`src/rtl/xirq_pkg.sv`:
```
package xirq_pkg;

  localparam int DATA_W = 32;

  localparam logic [15:0] OFF_IRQ_EN  = 16'h0000;
  localparam logic [15:0] OFF_EVT_EN  = 16'h0004;
  localparam logic [15:0] OFF_RISE    = 16'h0008;
  localparam logic [15:0] OFF_FALL    = 16'h000C;
  localparam logic [15:0] OFF_SW_EVT  = 16'h0010;
  localparam logic [15:0] OFF_PENDING = 16'h0014;

  // Plain storage registers come first so their index equals the enum value.
  typedef enum logic [2:0] {
    RS_IRQ_EN  = 3'd0,
    RS_EVT_EN  = 3'd1,
    RS_RISE    = 3'd2,
    RS_FALL    = 3'd3,
    RS_SW_EVT  = 3'd4,
    RS_PENDING = 3'd5,
    RS_NONE    = 3'd6
  } reg_sel_e;

  localparam int NUM_PLAIN = 5;

  function automatic reg_sel_e decode_off(input logic [15:0] off);
    case (off)
      OFF_IRQ_EN:  return RS_IRQ_EN;
      OFF_EVT_EN:  return RS_EVT_EN;
      OFF_RISE:    return RS_RISE;
      OFF_FALL:    return RS_FALL;
      OFF_SW_EVT:  return RS_SW_EVT;
      OFF_PENDING: return RS_PENDING;
      default:     return RS_NONE;
    endcase
  endfunction

  function automatic logic [DATA_W-1:0] line_mask(input int n);
    logic [DATA_W-1:0] m;
    m = '0;
    for (int i = 0; i < DATA_W; i++) begin
      if (i < n) m[i] = 1'b1;
    end
    return m;
  endfunction

  // Set dominates clear.
  function automatic logic [DATA_W-1:0] pend_update(input logic [DATA_W-1:0] cur,
                                                    input logic [DATA_W-1:0] clr,
                                                    input logic [DATA_W-1:0] set);
    return (cur & ~clr) | set;
  endfunction

endpackage

```
`src/rtl/xirq_sync.sv`:
```
module xirq_sync #(
  parameter int NL     = 23,
  parameter int STAGES = 2
) (
  input  logic          clk,
  input  logic          rst_n,
  input  logic [NL-1:0] d,
  output logic [NL-1:0] q
);

  logic [NL-1:0] stg [STAGES];

  always_ff @(posedge clk or negedge rst_n) begin
    if (!rst_n) begin
      for (int i = 0; i < STAGES; i++) stg[i] <= '0;
    end else begin
      stg[0] <= d;
      for (int i = 1; i < STAGES; i++) stg[i] <= stg[i-1];
    end
  end

  assign q = stg[STAGES-1];

endmodule

```
`src/rtl/xirq_edge_detect.sv`:
```
module xirq_edge_detect #(
  parameter int NL = 23
) (
  input  logic          clk,
  input  logic          rst_n,
  input  logic [NL-1:0] lvl,
  input  logic [NL-1:0] rise_sel,
  input  logic [NL-1:0] fall_sel,
  output logic [NL-1:0] change,
  output logic [NL-1:0] hit
);

  logic [NL-1:0] prev_q;
  logic [NL-1:0] rise;
  logic [NL-1:0] fall;

  always_ff @(posedge clk or negedge rst_n) begin
    if (!rst_n) prev_q <= '0;
    else        prev_q <= lvl;
  end

  assign rise   = lvl & ~prev_q;
  assign fall   = ~lvl & prev_q;
  assign change = lvl ^ prev_q;
  assign hit    = (rise & rise_sel) | (fall & fall_sel);

endmodule

```
`src/rtl/xirq_regs.sv`:
```
module xirq_regs
  import xirq_pkg::*;
#(
  parameter int NL     = 23,
  parameter int ADDR_W = 10
) (
  input  logic              clk,
  input  logic              rst_n,
  input  logic              bus_sel,
  input  logic              bus_wr,
  input  logic [ADDR_W-1:0] bus_addr,
  input  logic [DATA_W-1:0] bus_wdata,
  output logic [DATA_W-1:0] bus_rdata,
  input  logic [NL-1:0]     edge_hit,
  output logic [NL-1:0]     irq_en,
  output logic [NL-1:0]     rise_sel,
  output logic [NL-1:0]     fall_sel,
  output logic [NL-1:0]     pend_lines,
  output logic [DATA_W-1:0] clr_word
);

  localparam logic [DATA_W-1:0] LMASK = line_mask(NL);

  reg_sel_e          sel;
  logic              wr_en;
  logic              rd_en;
  logic [DATA_W-1:0] wr_val;
  logic [DATA_W-1:0] hit_word;
  logic [DATA_W-1:0] rd_word;
  logic [DATA_W-1:0] plain_q [NUM_PLAIN];
  logic [DATA_W-1:0] pend_q;

  assign sel      = decode_off(16'(bus_addr));
  assign wr_en    = bus_sel & bus_wr;
  assign rd_en    = bus_sel & ~bus_wr;
  assign wr_val   = bus_wdata & LMASK;
  assign hit_word = DATA_W'(edge_hit);
  assign clr_word = (wr_en && sel == RS_PENDING) ? wr_val : '0;

  always_ff @(posedge clk or negedge rst_n) begin
    if (!rst_n) begin
      for (int i = 0; i < NUM_PLAIN; i++) plain_q[i] <= '0;
    end else if (wr_en) begin
      for (int i = 0; i < NUM_PLAIN; i++) begin
        if (sel == reg_sel_e'(3'(i))) plain_q[i] <= wr_val;
      end
    end
  end

  always_ff @(posedge clk or negedge rst_n) begin
    if (!rst_n) pend_q <= '0;
    else        pend_q <= pend_update(pend_q, clr_word, hit_word);
  end

  always_comb begin
    case (sel)
      RS_IRQ_EN:  rd_word = plain_q[0];
      RS_EVT_EN:  rd_word = plain_q[1];
      RS_RISE:    rd_word = plain_q[2];
      RS_FALL:    rd_word = plain_q[3];
      RS_SW_EVT:  rd_word = plain_q[4];
      RS_PENDING: rd_word = pend_q;
      default:    rd_word = '0;
    endcase
  end

  assign bus_rdata  = rd_en ? rd_word : '0;
  assign irq_en     = plain_q[0][NL-1:0];
  assign rise_sel   = plain_q[2][NL-1:0];
  assign fall_sel   = plain_q[3][NL-1:0];
  assign pend_lines = pend_q[NL-1:0];

endmodule

```
`src/rtl/xirq_edge_ctrl.sv`:
```
module xirq_edge_ctrl
  import xirq_pkg::*;
#(
  parameter int NUM_LINES   = 23,
  parameter int ADDR_W      = 10,
  parameter int SYNC_STAGES = 2
) (
  input  logic                 clk,
  input  logic                 rst_n,
  input  logic [NUM_LINES-1:0] line_in,
  input  logic                 bus_sel,
  input  logic                 bus_wr,
  input  logic [ADDR_W-1:0]    bus_addr,
  input  logic [DATA_W-1:0]    bus_wdata,
  output logic [DATA_W-1:0]    bus_rdata,
  output logic [NUM_LINES-1:0] irq_pulse
);

  // Named internal events, visible to the bound checker.
  logic [NUM_LINES-1:0] line_sync;
  logic [NUM_LINES-1:0] line_change;
  logic [NUM_LINES-1:0] edge_hit;
  logic [NUM_LINES-1:0] irq_en;
  logic [NUM_LINES-1:0] rise_sel;
  logic [NUM_LINES-1:0] fall_sel;
  logic [NUM_LINES-1:0] pend_lines;
  logic [DATA_W-1:0]    clr_word;
  logic [NUM_LINES-1:0] irq_q;

  xirq_sync #(.NL(NUM_LINES), .STAGES(SYNC_STAGES)) u_sync (
    .clk   (clk),
    .rst_n (rst_n),
    .d     (line_in),
    .q     (line_sync)
  );

  xirq_edge_detect #(.NL(NUM_LINES)) u_edge (
    .clk      (clk),
    .rst_n    (rst_n),
    .lvl      (line_sync),
    .rise_sel (rise_sel),
    .fall_sel (fall_sel),
    .change   (line_change),
    .hit      (edge_hit)
  );

  xirq_regs #(.NL(NUM_LINES), .ADDR_W(ADDR_W)) u_regs (
    .clk        (clk),
    .rst_n      (rst_n),
    .bus_sel    (bus_sel),
    .bus_wr     (bus_wr),
    .bus_addr   (bus_addr),
    .bus_wdata  (bus_wdata),
    .bus_rdata  (bus_rdata),
    .edge_hit   (edge_hit),
    .irq_en     (irq_en),
    .rise_sel   (rise_sel),
    .fall_sel   (fall_sel),
    .pend_lines (pend_lines),
    .clr_word   (clr_word)
  );

  always_ff @(posedge clk or negedge rst_n) begin
    if (!rst_n) irq_q <= '0;
    else        irq_q <= line_change & irq_en;
  end

  assign irq_pulse = irq_q;

endmodule

```
`config.mk`:
```
export PLATFORM = sky130hd
export DESIGN_NAME = xirq_edge_ctrl
export DESIGN_NICKNAME = d
export VERILOG_FILES = /design/src/rtl/xirq_pkg.sv /design/src/rtl/xirq_sync.sv /design/src/rtl/xirq_edge_detect.sv /design/src/rtl/xirq_regs.sv /design/src/rtl/xirq_edge_ctrl.sv
export SDC_FILE = /design/constraint.sdc
export NUM_CORES = 1
export LEC_CHECK = 0
export ABC_AREA = 1
export ABC_CLOCK_PERIOD_IN_PS = 7000
export BUFFER_PORTS_ARGS = -buffer_cell sky130_fd_sc_hd__buf_4
export CORE_MARGIN = 2
export CORE_UTILIZATION = 35
export DETAILED_ROUTE_END_ITERATION = 6
export MAX_ROUTING_LAYER = met4
export SLEW_MARGIN = 10
export SYNTH_ARGS = -nofsm -noshare
export SYNTH_HDL_FRONTEND = slang
export SYNTH_SLANG_ARGS = --single-unit
```
`constraint.sdc`:
```
create_clock -name clk -period 7 [get_ports clk]
set_input_delay 1.05 -clock clk [delete_from_list [all_inputs] [get_ports clk]]
set_output_delay 1.05 -clock clk [all_outputs]
set_load 0.02 [all_outputs]
```
# == Word-level counts from Yosys, hierarchy flattened ==
# Cells that the tools add are included.
# classes
reduce_logical,8
bitwise_logic,15
muxes,4
eq_ne,10
# op_table
operator,n
$pmux W32 S6,1
$and A23 B23 Y23,5
$not A23 Y23,2
$and A32 B32 Y32,1
$mux W32,1
$not A32 Y32,1
$or A32 B23 Y32,1
$mux W23,1
$or A23 B23 Y23,1
$xor A23 B23 Y23,1
$eq A10 B4 Y1 const B,2
$eq A10 B5 Y1 const B,2
$pmux W3 S6,1
$eq A10 B3 Y1 const B,1
$logic_not A10 Y1,1
$reduce_and A2 Y1,5
$eq A3 B2 Y1 const B,2
$eq A3 B3 Y1 const B,2
$eq A3 B1 Y1 const B,1
$logic_not A3 Y1,1
$and A1 B1 Y1,2
$logic_and A1 B1 Y1,1
$not A1 Y1,1
# word_totals
input_bits,69
wordCells,47
out_inout_bits,55
regBits,239

# == Depth between registers and ports, before layout ==
# logic_depth
word_depth,8
mapped_depth,16
ltp_nobuf,14

# == Cells and area by module ==
# Synthesis repeated with hierarchy kept, for this count alone.
# unflattened
hier_cells,1215
hier_area_um2,11070.6
# by_module_without_submodules
module,cells_per_inst,seq_area_each_um2,area_each_um2,n_inst
xirq_regs,870,3453.3,7329.5,1
xirq_edge_detect,207,575.6,1669.1,1
xirq_sync,69,1151.1,1323.8,1
xirq_edge_ctrl,69,575.6,748.2,1

# == Worst setup path after synthesis ==
# OpenSTA, ideal clock, no wires.
# synth_path
path_type,input -> output
startpoint,input bus_addr[7]
endpoint,output bus_rdata[10]
n_path_buf,2
arrival_ps,3192
required_time_ps,5950
stages,14
path_slack_ps,2758
path_cell_list,nor2_2 > nand2_1 > nor2_1 > inv_2 > nor2_8 > inv_2 > buf_1 > ha_1 > nand3_4 > nand3_2 > nor2_4 > buf_2 > a21oi_1 > a21oi_1
# synth_via
elab_chain_len,5
elab_cells_between_ends,15
cone_classes,eq/ne (10); mux (3); reduce/logical (2)
# synth_lines
item,line,text
from (decl),xirq_edge_ctrl.sv:13,"input logic [ADDR_W-1:0] bus_addr,"
"$eq A10 B5 Y1, or another cell as far along",xirq_pkg.sv:26,case (off)
$pmux W3 S6 *,xirq_pkg.sv:26,
"$eq A3 B3 Y1, or another cell as far along",xirq_regs.sv:56,case (sel)
$pmux W32 S6 *,xirq_regs.sv:56,
$mux W32 *,xirq_regs.sv:67,assign bus_rdata = rd_en ? rd_word : '0;
to (decl),xirq_edge_ctrl.sv:15,"output logic [DATA_W-1:0] bus_rdata,"
# Every way passes the cells marked *; elsewhere a longest branch is shown, timed or not.

# == Worst setup path in the final report ==
# Same ends and word-level chain as after synthesis.

==> metrics.txt <==
P_int=2150 uW; Final Max Slew Viols=0; clock share of power=45.7%; DRC Markers=0; Max Freq=0.174 GHz; PwrDens=233 nW/um^2; Gate power share=around 4.4%; Sum Neg Setup Slack=0 ns; Final setup viols=0; unrepaired setup endpoints after global routing=false; Total GRT Usage=between 10% and 20%; area delta synth->final=18.3%; top cells by area, synth=dfrtp_1 (57%), nand2_1 (8.2%), ha_1 (5.9%); CTS hold repair buffers=0; Setup CP Type=in2out; Critical Path Fanout Max=72; Post-DP Area=11100 um^2; DR iter-0 viols=between 600 and 700; post-synth top area share=57.3%; worst endpoint required time=5.95 ns; switching fraction of total power=between 20% and 30%; DRT Wirelength=around 25000 um; Synth Instances=1084; Congestion Overflow GR=0; CTS Sinks=230; status=complete, no violations; DR vias/cell=4.79; share of post-route cells with drive strength above 1=14.3%; Worst Path Arrival=4.69 ns; worst hold margin=0.345 ns; Yosys reg bits=230; synthesized area per cell=slightly above 9 um^2; largest net degree at the start of global routing=184; TritonCTS Buffers=26; clk_lat worst skew=0.52 ns; Pwr Total=2760 uW; post-DP HPWL=between 10000 and 15000 um; Via Count=7486; Commonest cells post-synth=dfrtp_1 (230), nand2_1 (218), inv_1 (122), o21ai_1 (112), nor2_1 (77); root buf cell=clkbuf_16; number of global-route vias before repair=7441; R2R Setup Slk=6.07 ns; row cnt=61; fillcell total=2753; crit path max-delay cell type=nor2_4; Synth Cell Area=10000 um^2; clk_skew=0.0139 ns; Worst-path clk slew=0.06 ns; Final GP Congestion=0.760; GRT met2 Usage=25.9%; most frequent cell after synthesis=dfrtp_1; sequential area share after synthesis=57.3%; buffer and inverter count on the worst path=4; CP Cell Sequence=buf_4 -> nor2_2 -> nand2_1 -> nor2_1 -> inv_2 -> nor2_8 -> inv_2 -> ha_1 -> nand3_4 -> nand3_2 -> nor2_4 -> a21oi_1 -> a21oi_1 -> buf_4; first-pass GRT wire length=40900 um; nets@finish=around 1300; post_cts resized=0; CP Capture Type=primary output; drt first pass iters=5; ys async rst share=100%; Final Critical Period=5.74 ns; Hold Violations, Final=0; maxcap violations=0; final non-filler cell total=approximately 1600; DIE WIDTH=~170 um; Synth area leader=dfrtp_1; Die H=173 um; Initial Utilization=35.8%; die area=between 30000 and 40000 um^2; Post-synth EDFFs=0; diode count=0; CTS Buffer Depth=3; Sw Pwr=610 uW; CTS tree=done; CORE AREA=28000 um^2; period utilization=between 80 and 90%; Top FF cell, synth=dfrtp_1; Placed Cells=1521; Sequential Power Share=roughly half; Peak VDD IR=around 0.14 mV; Slew @ Worst Pin=~1.2 ns; crit-path leading delay family=simple AND/OR/NAND/NOR gates; Port Buffers=105; most used routing layer=met2; H-tree depth=1; post-CTS setup buffers=0; final instance area=11900 um^2; initial antenna violation count=0; Leak Pwr=0.00563 uW; Routed Antenna Nets=0; met3 Resource Use GR=2.54%; GR Util met1=24.2%; Ys Warns=0; Cell variety after synth=26; Critical Path Source Type=input pin; HP Class=reg2reg; WL/cell=~16 um; I/O Pins=124; worst stage delay on the critical path=0.74 ns; Rel. slew slack=20.4%
-- metal layers --
metal | share of wire, % | wire (um) | up-vias
met2 | 45 | 11100 | 240
met1 | 46 | 11500 | 3514
li1 | - | - | 3685
met3 | 6.2 | 1550 | 47
met5 | 0 | 0 | -
met4 | 2.9 | 722 | 0
-- worst reg2reg max path, stage by stage, from the launching register on --
cell and delay [ns]:
dfrtp_1 0.42, inv_1 0.07, ha_1 0.28, nor2_1 0.10
-- sequential cells by signal, indices dropped and copies added, names as in the netlist --
| register | flops |
|---|---|
| u_regs.plain_q | 46 |
| irq_pulse | 23 |
| u_edge.prev_q | 23 |
| u_regs.fall_sel | 23 |
| u_regs.irq_en | 23 |
| u_regs.pend_q | 23 |
| u_regs.rise_sel | 23 |
| u_sync.q | 23 |
| u_sync.stg | 23 |
-- cells in the final DEF, fill, tap and decap left out --
cell type	instances
a21oi_1	46
buf_12	1
buf_4	110
buf_8	1
clkbuf_1	7
clkbuf_16	27
clkbuf_8	5
clkinv_1	1
clkinv_2	2
conb_1	9
dfrtp_1	230
ha_1	47
inv_1	122
inv_2	6
nand2_1	218
nand2_2	3
nand3_1	48
nand3_2	3
nand3_4	2
nand3b_1	1
nand4_1	71
nand4_2	2
nor2_1	77
nor2_2	3
nor2_4	3
nor2_8	1
o21ai_0	26
o21ai_1	112
-- path summary, 6_finish.rpt --
kind                                          start                         end  cells past startpoint
min reg2reg                u_sync.stg[29]$_DFF_PN0_       u_sync.q[6]$_DFF_PN0_                      0
min                        u_sync.stg[29]$_DFF_PN0_       u_sync.q[6]$_DFF_PN0_                      0
max                                     bus_addr[7]               bus_rdata[10]                     14
max reg2reg                  u_sync.q[11]$_DFF_PN0_     irq_pulse[11]$_DFF_PN0_                      3
min in group asynchronous                     rst_n  u_edge.prev_q[8]$_DFF_PN0_                      1
max in group asynchronous                     rst_n    u_sync.stg[44]$_DFF_PN0_                      2
-- power groups by stage --
stage	registers [uW]	logic, uW	clock network, uW
floorplan	1400	48.8	0
global placement	1400	124	0
detailed placement	1400	125	0
CTS	1380	126	1300
global route	1380	141	1350
finish	1380	121	1260
-- cell families (layout without fill, tap and decap cells) --
family / count (synthesis) / in the layout / synth area share [%]
AND/OR/NAND/NOR: 432 / 432 / 19.6
flip-flops: 230 / 230 / 57.3
buffers and inverters: 190 / 282 / 7.95
AO/OA/AOI/OAI: 184 / 184 / 9.17
adder cells (fa/ha/maj): 47 / 47 / 5.86
other: 1 / 9 / 0.0374
-- area by class of cell --
| class | instances | area (um^2) | share of cell area (%) |
|---|---|---|---|
| inverter | 129 | 484 | 4.08 |
| multi-input combinational | 672 | 3520 | 29.7 |
| clock buffer | 39 | 771 | 6.49 |
| timing repair buffer | 112 | 861 | 7.25 |
| clock inverter | 2 | 10.0 | 0.0843 |
| sequential | 230 | 5760 | 48.5 |
| tap | 378 | 473 | 3.98 |
-- stage by stage --
stage          utilization, %  setup slack, ns
2_1_floorplan               -             2.76
3_3_place_gp             39.6             1.34
3_5_place_dp             39.6             1.29
4_1_cts                  42.4             1.29
5_1_grt                  42.4             1.03
6_report                 42.4             1.26
No activity file was read; power rests on OpenSTA's default activity.
